### src/rtl/selalu_pkg.sv
package selalu_pkg;
    localparam int unsigned UNIT_W = 4;
    localparam int unsigned FN_W   = 5;

    // Unit-mask bit positions
    localparam int unsigned U_ARITH = 0;
    localparam int unsigned U_CMP   = 1;
    localparam int unsigned U_LOGIC = 2;
    localparam int unsigned U_RSVD  = 3;

    // Function-code bit positions used by the adder and comparator
    localparam int unsigned FB_CIN   = 0;
    localparam int unsigned FB_TRAP  = 1;
    localparam int unsigned FB_INV_A = 4;
endpackage

### src/rtl/selalu_addsub.sv
module selalu_addsub #(
    parameter int DATA_W = 32
) (
    input  logic [DATA_W-1:0] a,
    input  logic [DATA_W-1:0] b,
    input  logic              inv_a,
    input  logic              cin,
    output logic [DATA_W-1:0] sum,
    output logic              ovf
);
    localparam int MSB = DATA_W - 1;

    logic [DATA_W-1:0] a_op;

    always_comb begin
        a_op = inv_a ? ~a : a;
        sum  = a_op + b + {{(DATA_W-1){1'b0}}, cin};
        // signed overflow: like-signed inputs, differently signed sum
        ovf  = (a_op[MSB] == b[MSB]) && (sum[MSB] != b[MSB]);
    end
endmodule

### src/rtl/selalu_compare.sv
module selalu_compare #(
    parameter int DATA_W = 32
) (
    input  logic [DATA_W-1:0] a,
    input  logic [DATA_W-1:0] b,
    input  logic [4:0]        fn,
    output logic [DATA_W-1:0] out
);
    localparam int MSB = DATA_W - 1;

    logic [DATA_W-1:0] a_op;
    logic [DATA_W-1:0] diff;
    logic              same_sign;
    logic              sense;
    logic              base;
    logic              truth;

    always_comb begin
        a_op      = fn[4] ? ~a : a;
        diff      = b + a_op + {{(DATA_W-1){1'b0}}, fn[0]};
        same_sign = (a[MSB] == b[MSB]);
        // sense table indexed by the operand sign pair
        if (same_sign) begin
            sense = a[MSB] ? fn[3] : fn[1];
            base  = diff[MSB];
        end else begin
            sense = fn[2];
            base  = b[MSB];
        end
        truth = base ^ sense;
        out   = {truth, {(DATA_W-1){1'b1}}};
    end
endmodule

### src/rtl/selalu_logic.sv
module selalu_logic #(
    parameter int DATA_W = 32
) (
    input  logic [DATA_W-1:0] a,
    input  logic [DATA_W-1:0] b,
    input  logic [3:0]        tt,
    output logic [DATA_W-1:0] out
);
    for (genvar i = 0; i < DATA_W; i++) begin : g_bit
        assign out[i] = tt[{a[i], b[i]}];
    end
endmodule

### src/rtl/sel_alu.sv
module sel_alu
    import selalu_pkg::*;
#(
    parameter int DATA_W = 32,
    parameter int LIT_W  = 6
) (
    input  logic              clk,
    input  logic              rst_n,
    input  logic [3:0]        unit_sel,
    input  logic [4:0]        func,
    input  logic              use_lit,
    input  logic [LIT_W-1:0]  lit,
    input  logic [DATA_W-1:0] reg_a,
    input  logic [DATA_W-1:0] opnd_b,
    output logic [DATA_W-1:0] result,
    output logic              ovf_trap
);
    logic [DATA_W-1:0] a_eff;
    logic [DATA_W-1:0] unit_out [UNIT_W];
    logic [DATA_W-1:0] combined;
    logic              add_ovf;
    logic              trap_nxt;

    assign a_eff = use_lit ? {{(DATA_W-LIT_W){1'b0}}, lit} : reg_a;

    selalu_addsub #(.DATA_W(DATA_W)) u_addsub (
        .a     (a_eff),
        .b     (opnd_b),
        .inv_a (func[FB_INV_A]),
        .cin   (func[FB_CIN]),
        .sum   (unit_out[U_ARITH]),
        .ovf   (add_ovf)
    );

    selalu_compare #(.DATA_W(DATA_W)) u_cmp (
        .a   (a_eff),
        .b   (opnd_b),
        .fn  (func),
        .out (unit_out[U_CMP])
    );

    selalu_logic #(.DATA_W(DATA_W)) u_logic (
        .a   (a_eff),
        .b   (opnd_b),
        .tt  (func[3:0]),
        .out (unit_out[U_LOGIC])
    );

    // reserved unit contributes the AND identity
    assign unit_out[U_RSVD] = '1;

    always_comb begin
        combined = '1;
        for (int u = 0; u < UNIT_W; u++) begin
            if (unit_sel[u]) combined &= unit_out[u];
        end
        trap_nxt = unit_sel[U_ARITH] & func[FB_TRAP] & add_ovf;
    end

    always_ff @(posedge clk or negedge rst_n) begin
        if (!rst_n) begin
            result   <= '0;
            ovf_trap <= 1'b0;
        end else begin
            result   <= combined;
            ovf_trap <= trap_nxt;
        end
    end

    AST_EMPTY_MASK_ONES: assert property (@(posedge clk) disable iff (!rst_n)
        (unit_sel[2:0] == 3'b000) |=> (result == '1 && !ovf_trap));
    AST_TRAP_NEEDS_ENABLE: assert property (@(posedge clk) disable iff (!rst_n)
        !(unit_sel[U_ARITH] && func[FB_TRAP]) |=> !ovf_trap);
    AST_CMP_LOW_ONES: assert property (@(posedge clk) disable iff (!rst_n)
        (unit_sel[2:0] == 3'b010) |=> (result[DATA_W-2:0] == '1));
    AST_LOGIC_AND: assert property (@(posedge clk) disable iff (!rst_n)
        (unit_sel[2:0] == 3'b100 && func[3:0] == 4'h8 && !use_lit)
        |=> (result == ($past(reg_a) & $past(opnd_b))));
    AST_LIT_UPPER_ZERO: assert property (@(posedge clk) disable iff (!rst_n)
        (unit_sel[2:0] == 3'b100 && func[3:0] == 4'hC && use_lit)
        |=> (result[DATA_W-1:LIT_W] == '0));
    AST_RESET_CLEAR: assert property (@(posedge clk)
        !rst_n |=> (result == '0 && !ovf_trap));
endmodule

### config.mk
export PLATFORM = sky130hd
export DESIGN_NAME = sel_alu
export DESIGN_NICKNAME = d
export VERILOG_FILES = /design/src/rtl/selalu_pkg.sv /design/src/rtl/selalu_addsub.sv /design/src/rtl/selalu_compare.sv /design/src/rtl/selalu_logic.sv /design/src/rtl/sel_alu.sv
export SDC_FILE = /design/constraint.sdc
export NUM_CORES = 1
export LEC_CHECK = 0
export BUFFER_PORTS_ARGS = -buffer_cell sky130_fd_sc_hd__clkbuf_2
export CAP_MARGIN = 20
export CORE_ASPECT_RATIO = 1.25
export CORE_MARGIN = 2
export CORE_UTILIZATION = 45
export DETAILED_ROUTE_END_ITERATION = 8
export PLACE_DENSITY_LB_ADDON = 0.15
export SLEW_MARGIN = 20
export SYNTH_ARGS = -nofsm -noshare
export SYNTH_HDL_FRONTEND = slang
export SYNTH_SLANG_ARGS = --single-unit
### constraint.sdc
create_clock -name clk -period 0.8 [get_ports clk]
set_clock_uncertainty 0.1 [all_clocks]
set_input_delay 0.04 -clock clk [delete_from_list [all_inputs] [get_ports clk]]
set_output_delay 0.04 -clock clk [all_outputs]
set_load 0.01 [all_outputs]
==> flow_summary.yaml, run 1 <==
outcome:
  status: "finished, violations left"
  violations: "negative setup slack"
power_and_ir_drop:
  power_density_mw_per_mm2: 1526
  p_leak_nw: 3.282
  max-vdd-ir-drop_uv: 971.7
sta:
  finalCritPeriodShare: 3.524
  fmax_ghz: 0.3547
  worst_slew_pin_slew_ns: 0.4081
  hold_violations: 0
  rsz0062_at_grt: "true"
  fin_crit_ns: 2.819
  hold_ws_ns: 0.09035
  slew_viol_final: 0
  max_slew_margin: 0.7276
  setup_viol: 66
  layout_setup_ws_ns: -2.019
floorplanning:
  boundaryPins: 115
  fp.dieArea_mm2: 0.01034
  core_area_mm2: 0.009223
  die_x_um: 91.35
  initial_core_util: 0.4653
  rows: 39
  die_h_um: 113.2
clock_tree:
  cts_tree: "built"
  cts_buffers: 5
  cts_buffer_depth: 2
  clk_pin_slew_ns: 0.06
  clockRootBuffer: "clkbuf_16"
  clock-sinks: 33
  ctsHtreeMaxLevel: 2
cells_and_area:
  drive_gt1_frac: 0.5430
  nets: 870
  final_area_mm2: 0.007139
  syn_to_final_growth_pct: 66.36
  n_fill_cell: 620
  diodes: 0
hold_path:
  min-delay-start: "opnd_b[15]"
  hp-class: "in2reg"
logic_synthesis:
  synthDistinctLibCells: 55
  synth_edf_count: 0
  synth_top_area_frac: 0.1924
  synth_most_common_cell: "a21oi_1"
  synthTopCellsByCount: "a21oi_1 (57), xnor2_1 (45), nor2_1 (38)"
  ys_ff_latch: 33
  syn_inst: 484
  syn-cell-area_mm2: 0.004292
  yosysWarnings: 0
  yosys_most_used_dff: "dfrtp_1"
  synth_top_area_cell: "dfrtp_1"
  synthArstFlopShare: 1.000
  synth_nets: 598
  avgSynthCellArea_um2: 8.867
  yosysSeqAreaShare: 0.1924
  synth.area.top_cells: "dfrtp_1 (19%), mux4_2 (17%), xnor2_1 (9.2%), ha_1 (8.7%), a21oi_1 (6.6%)"
route:
  drt_iter0_markers: 296
  drcViolationCount: 0
  dr_total_vias: 5081
  ant_nets: 0
  vias_per_cell: 5.787
  wl_mm: 16.63
  firstDrtPassIters: 5
  wl_per_cell_um: 18.94
flow_run:
  cap_violations: 0
global_route:
  grt_max_degree: 34
  grt_pass1_wl_mm: 24.89
  grt_overflow: 0
  grt_pass1_vias: 5303
  track_usage: 0.3025
  antenna_found_initial: 0
placement:
  gp_congestion: 0.9339
  portBuffers: 113
  placedInstanceArea_mm2: 0.006181
  dp_hpwl_mm: 11.10
critical_path:
  endpoint_kind: "flop"
  cp_data_arrival_time_ns: 2.89
  path_max_fanout: 3
  startpoint: "use_lit"
  required_ns: 0.87
  startpoint_type: "input pin"
  criticalPathCategory: "in2reg"
[where the power goes]
| part | switching, mW | internal (mW) | total, mW |
|---|---|---|---|
| Combinational | 3.28 | 3.59 | 6.87 |
| Clock | 0.797 | 1.11 | 1.91 |
| Sequential | 0.116 | 1.99 | 2.11 |
[path summary, 6_finish.rpt]
| check | end | slack (ns) | depth (start not counted) |
|---|---|---|---|
| worst min-delay path | result[15]$_DFF_PN0_ | 0.09 | 4 |
| max in group asynchronous | result[6]$_DFF_PN0_ | 0.23 | 3 |
| min in group asynchronous | result[19]$_DFF_PN0_ | 0.16 | 3 |
| worst max-delay path | result[28]$_DFF_PN0_ | -2.02 | 15 |
[state kept, by name, summed over array words and instances (netlist names)]
register and cells:
result 32, ovf_trap 1
[per-stage QoR]
step                      setup slack [ns]  instances  power, mW    util  TNS (ns)
after floorplan                     -1.980        484      5.155       -    -49.49
after detailed placement            -2.341        841      7.465  0.6702    -62.42
after global placement              -2.250        841      7.370  0.6702    -60.56
after global routing                -2.125        878      11.43  0.7741    -60.11
final                               -2.019        878      10.89  0.7741    -57.06
after CTS                           -1.898        870      10.19  0.7425    -53.66
[layout make-up]
| type | count | area, um2 | share of cell area |
|---|---|---|---|
| clock buffers | 5 | 125.1 | 0.01753 |
| clock inverters | 1 | 5.005 | 0.0007010 |
| inverters | 14 | 52.55 | 0.007361 |
| multi-input cells | 404 | 3822 | 0.5354 |
| flip-flops and latches | 33 | 825.8 | 0.1157 |
| well taps | 123 | 153.9 | 0.02156 |
| repair buffers | 298 | 2155 | 0.3018 |
[critical path, cell delays in order]
cell and delay [ns]:
clkbuf_16 0.13, buf_12 0.10, mux2i_4 0.26, xor2_2 0.17, fa_2 0.23, inv_2 0.04, fa_2 0.38, a21oi_4 0.21
o2bb2ai_4 0.10, a21oi_4 0.19, o21ai_2 0.10, a41o_1 0.28, a21o_1 0.22, a2111oi_4 0.34, nor2_1 0.09
[layer usage]
metal,vias to the layer above,share of wire,GRT usage
met5,-,0,0
met4,0,0.050,0.1364
met3,78,0.060,0.04061
met2,251,0.51,0.5526
met1,2421,0.38,0.3507
li1,2331,-,-
[logic make-up (layout without fill, tap and decap cells)]
logic type | Yosys count | in the layout | synth area share
adder cells (fa/ha/maj) | 32 | 32 | 0.09679
AO/OA/AOI/OAI | 141 | 141 | 0.2079
buffers and inverters | 47 | 318 | 0.04140
XOR/XNOR | 52 | 52 | 0.1061
multiplexers | 44 | 44 | 0.1962
flip-flops | 33 | 33 | 0.1924
AND/OR/NAND/NOR | 135 | 135 | 0.1592
[cells in the final DEF, fill, tap and decap left out, types with 4 or more instances in the layout]
| cell | count |
|---|---|
| buf_4 | 154 |
| buf_6 | 22 |
| nand2_1 | 24 |
| a21oi_1 | 42 |
| nor3_1 | 4 |
| o21a_1 | 9 |
| o211ai_1 | 5 |
| o21ai_0 | 15 |
| o21ai_1 | 4 |
| a21oi_4 | 6 |
| clkbuf_16 | 6 |
| ha_1 | 26 |
| xnor2_2 | 9 |
| buf_12 | 7 |
| mux2i_1 | 4 |
| dfrtp_1 | 33 |
| nor2_1 | 37 |
| xor2_1 | 6 |
| nor2b_1 | 5 |
| mux2i_4 | 5 |
| inv_1 | 13 |
| nand2b_1 | 30 |
| o21ai_2 | 6 |
| and3_1 | 4 |
| clkbuf_2 | 111 |
| mux4_2 | 32 |
| a21o_1 | 7 |
| a21oi_2 | 10 |
| xnor2_1 | 33 |
| nand3_1 | 13 |
[timing repair]
| action | in CTS | in global routing |
|---|---|---|
| endpoints found under the hold margin | 33 | 0 |
| hold buffers | 1 | 0 |
| resized for setup | 66 | 43 |
| pin swaps | 68 | 41 |
| buffers inserted | 24 | 12 |
| endpoints found under the setup margin | 66 | 66 |
Power figures use the tool's default switching activity.
==> inputs of run 2 (changes only) <==
SKIP_CTS_REPAIR_TIMING = 1   (was not set)
clock period = 3.3 ns   (was 0.8 ns; I/O delays follow)
==> run 2 against run 1 <==
  * The flow now finishes without violations
  * Core utilization fell by 20 points
  * Sequential cell count did not move
  * Die area did not move
  * Critical path depth fell by 2
  * Design area fell by 26%
  * Count of clock-buffer cells in the layout rose by 2
  * Power fell by 81%
  * Cell count fell by 18%
  * Setup slack improved by 2.2 ns
  * Clock power fell by 75%
  * Largest cell class unchanged
  * Largest power group unchanged
  * Highest routed layer unchanged
==> flow_summary.yaml, run 2 (synthesized netlist as in run 1, its figures left out) <==
outcome:
  status: "complete, no violations"
cells_and_area:
  multiInputGateArea_mm2: 0.003296
  diodes: 0
  final_common_cell: "clkbuf_2"
  top_register: "result"
  drive_gt1_frac: 0.3077
  layout_common_cells: "clkbuf_2 (113), a21oi_1 (56), xnor2_1 (45)"
  largest_reg_flops: 32
  n_fill_cell: 853
  seqCellArea_um2: 825.8
  largestRegisters: "result x32, ovf_trap x1"
  syn_to_final_growth_pct: 22.42
  nets: 712
  final_area_mm2: 0.005254
sta:
  finalCritPeriodShare: 0.9407
  max_slew_margin: 0.3802
  fin_crit_ns: 3.104
  hold_violations: 0
  finalSetupTns_ns: 0
  fmax_ghz: 0.3221
  setup_viol: 0
  layout_setup_ws_ns: 0.1957
  worst_slew_pin_slew_ns: 0.9297
  rsz0062_at_grt: "false"
  slew_viol_final: 0
clock_tree:
  clockRootBuffer: "clkbuf_16"
  cts_buffer_depth: 2
  clock-sinks: 33
  cts_tree: "built"
  ctsHtreeMaxLevel: 2
  clk_pin_slew_ns: 0.06
  cts_buffers: 5
route:
  wl_per_cell_um: 17.01
  dr_total_vias: 4149
  drt_iter0_markers: 171
  vias_per_cell: 5.755
  wl_mm: 12.26
  firstDrtPassIters: 4
  drcViolationCount: 0
  ant_nets: 0
placement:
  dp_hpwl_mm: 8.779
  gp_congestion: 0.8844
  pre_cts_ws_ns: -0.06997
  placedInstanceArea_mm2: 0.005094
  portBuffers: 113
floorplanning:
  die_x_um: 91.35
  die_h_um: 113.2
  rows: 39
  initial_core_util: 0.4653
  boundaryPins: 115
  core_area_mm2: 0.009223
  fp.dieArea_mm2: 0.01034
global_route:
  grt_max_degree: 38
  grt_pass1_wl_mm: 20.45
  track_usage: 0.2429
  grt_pass1_vias: 4256
  antenna_found_initial: 0
  grt_overflow: 0
power_and_ir_drop:
  pwr-share-seq: 0.247
  p_int_mw: 1.275
  power_density_mw_per_mm2: 388.8
  clkPwrFrac: 0.233
  power_frac_comb: 0.520
  swShare: 0.3758
  p_leak_nw: 2.330
  p_sw_mw: 0.7676
  finalPower_mw: 2.043
  max-vdd-ir-drop_uv: 177.1
critical_path:
  endpoint_kind: "flop"
  path_max_fanout: 8
  required_ns: 3.32
  startpoint_type: "input pin"
  cp_data_arrival_time_ns: 3.12
  criticalPathCategory: "in2reg"
hold_path:
  hp-class: "in2reg"
flow_run:
  cap_violations: 0
## run 2: cell types whose count changed in the layout (fill, tap and decap cells not counted), sizes merged
cell and delta:
buf -159, clkinv -1, clkbuf +3
## run 2: cell type report
cell class,count,share of cell area
inverters,14,0.01000
flip-flops and latches,33,0.1572
clock buffers,7,0.02715
well taps,123,0.02929
multi-input cells,404,0.6273
repair buffers,140,0.1491
## run 2: power by group through the flow
| stage | sequential [mW] | combinational [mW] | clock (mW) |
|---|---|---|---|
| after floorplan | 0.554 | 0.672 | 0 |
| after detailed placement | 0.511 | 1.05 | 0 |
| after global placement | 0.509 | 1.04 | 0 |
| after CTS | 0.505 | 1.06 | 0.492 |
| after global routing | 0.510 | 1.18 | 0.506 |
| final | 0.504 | 1.06 | 0.477 |
## run 2: final timing paths
| kind | start | end | depth (start not counted) |
|---|---|---|---|
| setup / recovery | use_lit | result[25]$_DFF_PN0_ | 13 |
| min in group asynchronous | rst_n | result[24]$_DFF_PN0_ | 2 |
| hold / removal | opnd_b[6] | result[6]$_DFF_PN0_ | 3 |
| max in group asynchronous | rst_n | result[5]$_DFF_PN0_ | 2 |
## run 2: critical path, cell delays in order
cell	delay (ns)
clkbuf_2	0.14
buf_4	0.20
mux2i_1	0.30
xnor2_1	0.16
ha_1	0.26
a21o_1	0.22
or3_4	0.35
o21a_1	0.20
o41a_1	0.39
o21ai_1	0.29
a211oi_1	0.16
nor4_1	0.21
a311oi_1	0.09
## run 2: metal layers
| metal | vias to the layer above | wire, um | global-route usage |
|---|---|---|---|
| met5 | - | 0 | 0 |
| met1 | 2006 | 5015 | 0.2925 |
| met4 | 0 | 120 | 0.06061 |
| li1 | 2018 | - | - |
| met3 | 11 | 524 | 0.02330 |
| met2 | 114 | 6602 | 0.4617 |
## run 2: through the flow
stage | hold slack (ns) | cells | util
2_1_floorplan | -0.2306 | 484 | -
3_3_place_gp | 0.2275 | 713 | 0.5523
3_5_place_dp | 0.2468 | 713 | 0.5523
4_1_cts | -0.05525 | 720 | 0.5678
5_1_grt | 0.2282 | 721 | 0.5697
6_report | 0.2001 | 721 | 0.5697
==> inputs of run 3 (changes only) <==
CORE_MARGIN = not set   (was 2)
==> run 3 against run 2 <==
  * The flow now finishes with violations (negative hold slack)
  * Worst hold slack got worse by 0.27 ns
  * Global-route usage increased by 1.2 points
  * Sequential power about the same
  * Critical endpoint unchanged
  * Largest power group unchanged
==> flow_summary.yaml, run 3 (synthesized netlist as in run 1, its figures left out) <==
global_route:
  grt_overflow: 0
  grt_max_degree: 38
  grt_pass1_vias: 4182
  track_usage: 0.2545
  grt_pass1_wl_mm: 19.75
  antenna_found_initial: 0
cells_and_area:
  nets: 710
  drive_gt1_frac: 0.3054
  final_common_cell: "clkbuf_2"
  diodes: 0
  largest_reg_flops: 32
  layout_common_cells: "clkbuf_2 (113), a21oi_1 (56), xnor2_1 (45)"
  syn_to_final_growth_pct: 21.95
  final_core_util: 0.5675
  top_register: "result"
  largestRegisters: "result x32, ovf_trap x1"
  n_fill_cell: 856
  instances_no_fill: 719
critical_path:
  cp-endpoint: "result[25]$_DFF_PN0_"
  startpoint: "use_lit"
  criticalPathCategory: "in2reg"
  startpoint_type: "input pin"
  endpoint_kind: "flop"
  path_max_fanout: 7
  cp_data_arrival_time_ns: 3.08
  required_ns: 3.32
hold_path:
  hp-class: "in2async"
floorplanning:
  rows: 39
  boundaryPins: 115
  fp.dieArea_mm2: 0.009934
  die_x_um: 89.35
  core_area_mm2: 0.009223
  initial_core_util: 0.4653
  die_h_um: 111.2
sta:
  finalCritPeriodShare: 0.9288
  hold_violations: 33
  max_slew_margin: 0.3523
  fin_crit_ns: 3.065
  setup_viol: 0
  hold_ws_ns: -0.06684
  fmax_ghz: 0.3263
  worst_slew_pin_slew_ns: 0.9715
  layout_setup_ws_ns: 0.2351
  rsz0062_at_grt: "false"
  slew_viol_final: 0
route:
  drcViolationCount: 0
  dr_total_vias: 4189
  firstDrtPassIters: 4
  wl_per_cell_um: 16.99
  drt_iter0_markers: 171
  ant_nets: 0
  vias_per_cell: 5.826
  wl_mm: 12.22
clock_tree:
  cts_tree: "built"
  clock-sinks: 33
  cts_buffer_depth: 2
  cts_buffers: 5
  clk_pin_slew_ns: 0.05
  ctsHtreeMaxLevel: 2
  clockRootBuffer: "clkbuf_16"
placement:
  dp_hpwl_mm: 8.821
  pre_cts_ws_ns: -0.03661
  gp_congestion: 0.8682
  portBuffers: 113
  place_inst: 712
outcome:
  violations: "negative hold slack"
  status: "finished, violations left"
power_and_ir_drop:
  finalPower_mw: 2.042
  max-vdd-ir-drop_uv: 219.0
  power_density_mw_per_mm2: 390.1
  p_leak_nw: 2.322
flow_run:
  cap_violations: 0
[run 3: cell count changes in the layout (fill, tap and decap cells not counted)]
cell           delta
a2111oi_0         -1
mux2i_1           +1
a2111oi_1         +1
dlygate4sd3_1     -1
mux2i_2           -1
buf_4             -1
[run 3: metal layers]
metal,global-route usage,up-vias,wire [um]
met1,0.3158,2040,5165
li1,-,2012,-
met3,0.02829,10,514
met2,0.4611,127,6393
met4,0.05714,0,141
met5,0,-,0
[run 3: worst min-delay path by stage]
stage,start,to,slack (ns),cells past startpoint
6_report,rst_n,result[24]$_DFF_PN0_,-0.07,1
2_1_floorplan,rst_n,ovf_trap$_DFF_PN0_,-0.23,0
3_3_place_gp,rst_n,result[24]$_DFF_PN0_,0.24,1
5_1_grt,rst_n,result[23]$_DFF_PN0_,0.004,1
4_1_cts,rst_n,result[20]$_DFF_PN0_,-0.04,1
3_5_place_dp,rst_n,result[24]$_DFF_PN0_,0.26,1
[run 3: cell type report]
cell class              instances  area [um2]  area share
clock buffers                   7       142.6     0.02725
inverters                      14       52.55     0.01004
multi-input cells             404        3293      0.6292
flip-flops and latches         33       825.8      0.1578
well taps                     123       153.9     0.02940
repair buffers                138       765.7      0.1463
[run 3: power breakdown]
group / internal [mW] / switching (mW) / total (mW) / leakage (nW)
Clock: 0.297 / 0.182 / 0.478 / 0.0700
Sequential: 0.483 / 0.0220 / 0.505 / 0.376
Combinational: 0.493 / 0.566 / 1.06 / 1.88
[run 3: metrics by stage]
step | hold WS (ns) | setup TNS (ns) | instance area, um2
finish | -0.06684 | 0 | 5234
global route | 0.004101 | 0 | 5234
global placement | 0.2377 | -0.007685 | 5086
floorplan | -0.2306 | 0 | 4294
CTS | -0.04095 | 0 | 5229
detailed placement | 0.2616 | -0.1225 | 5086
[run 3: worst max-delay path, stage by stage]
cell and delay, ns:
clkbuf_2 0.14, buf_4 0.19, mux2i_1 0.30, xnor2_1 0.16
ha_1 0.26, a21o_1 0.21, or3_4 0.35, o21a_1 0.21
o41a_1 0.39, o21ai_1 0.27, a211oi_1 0.16, nor4_1 0.20
a311oi_1 0.08
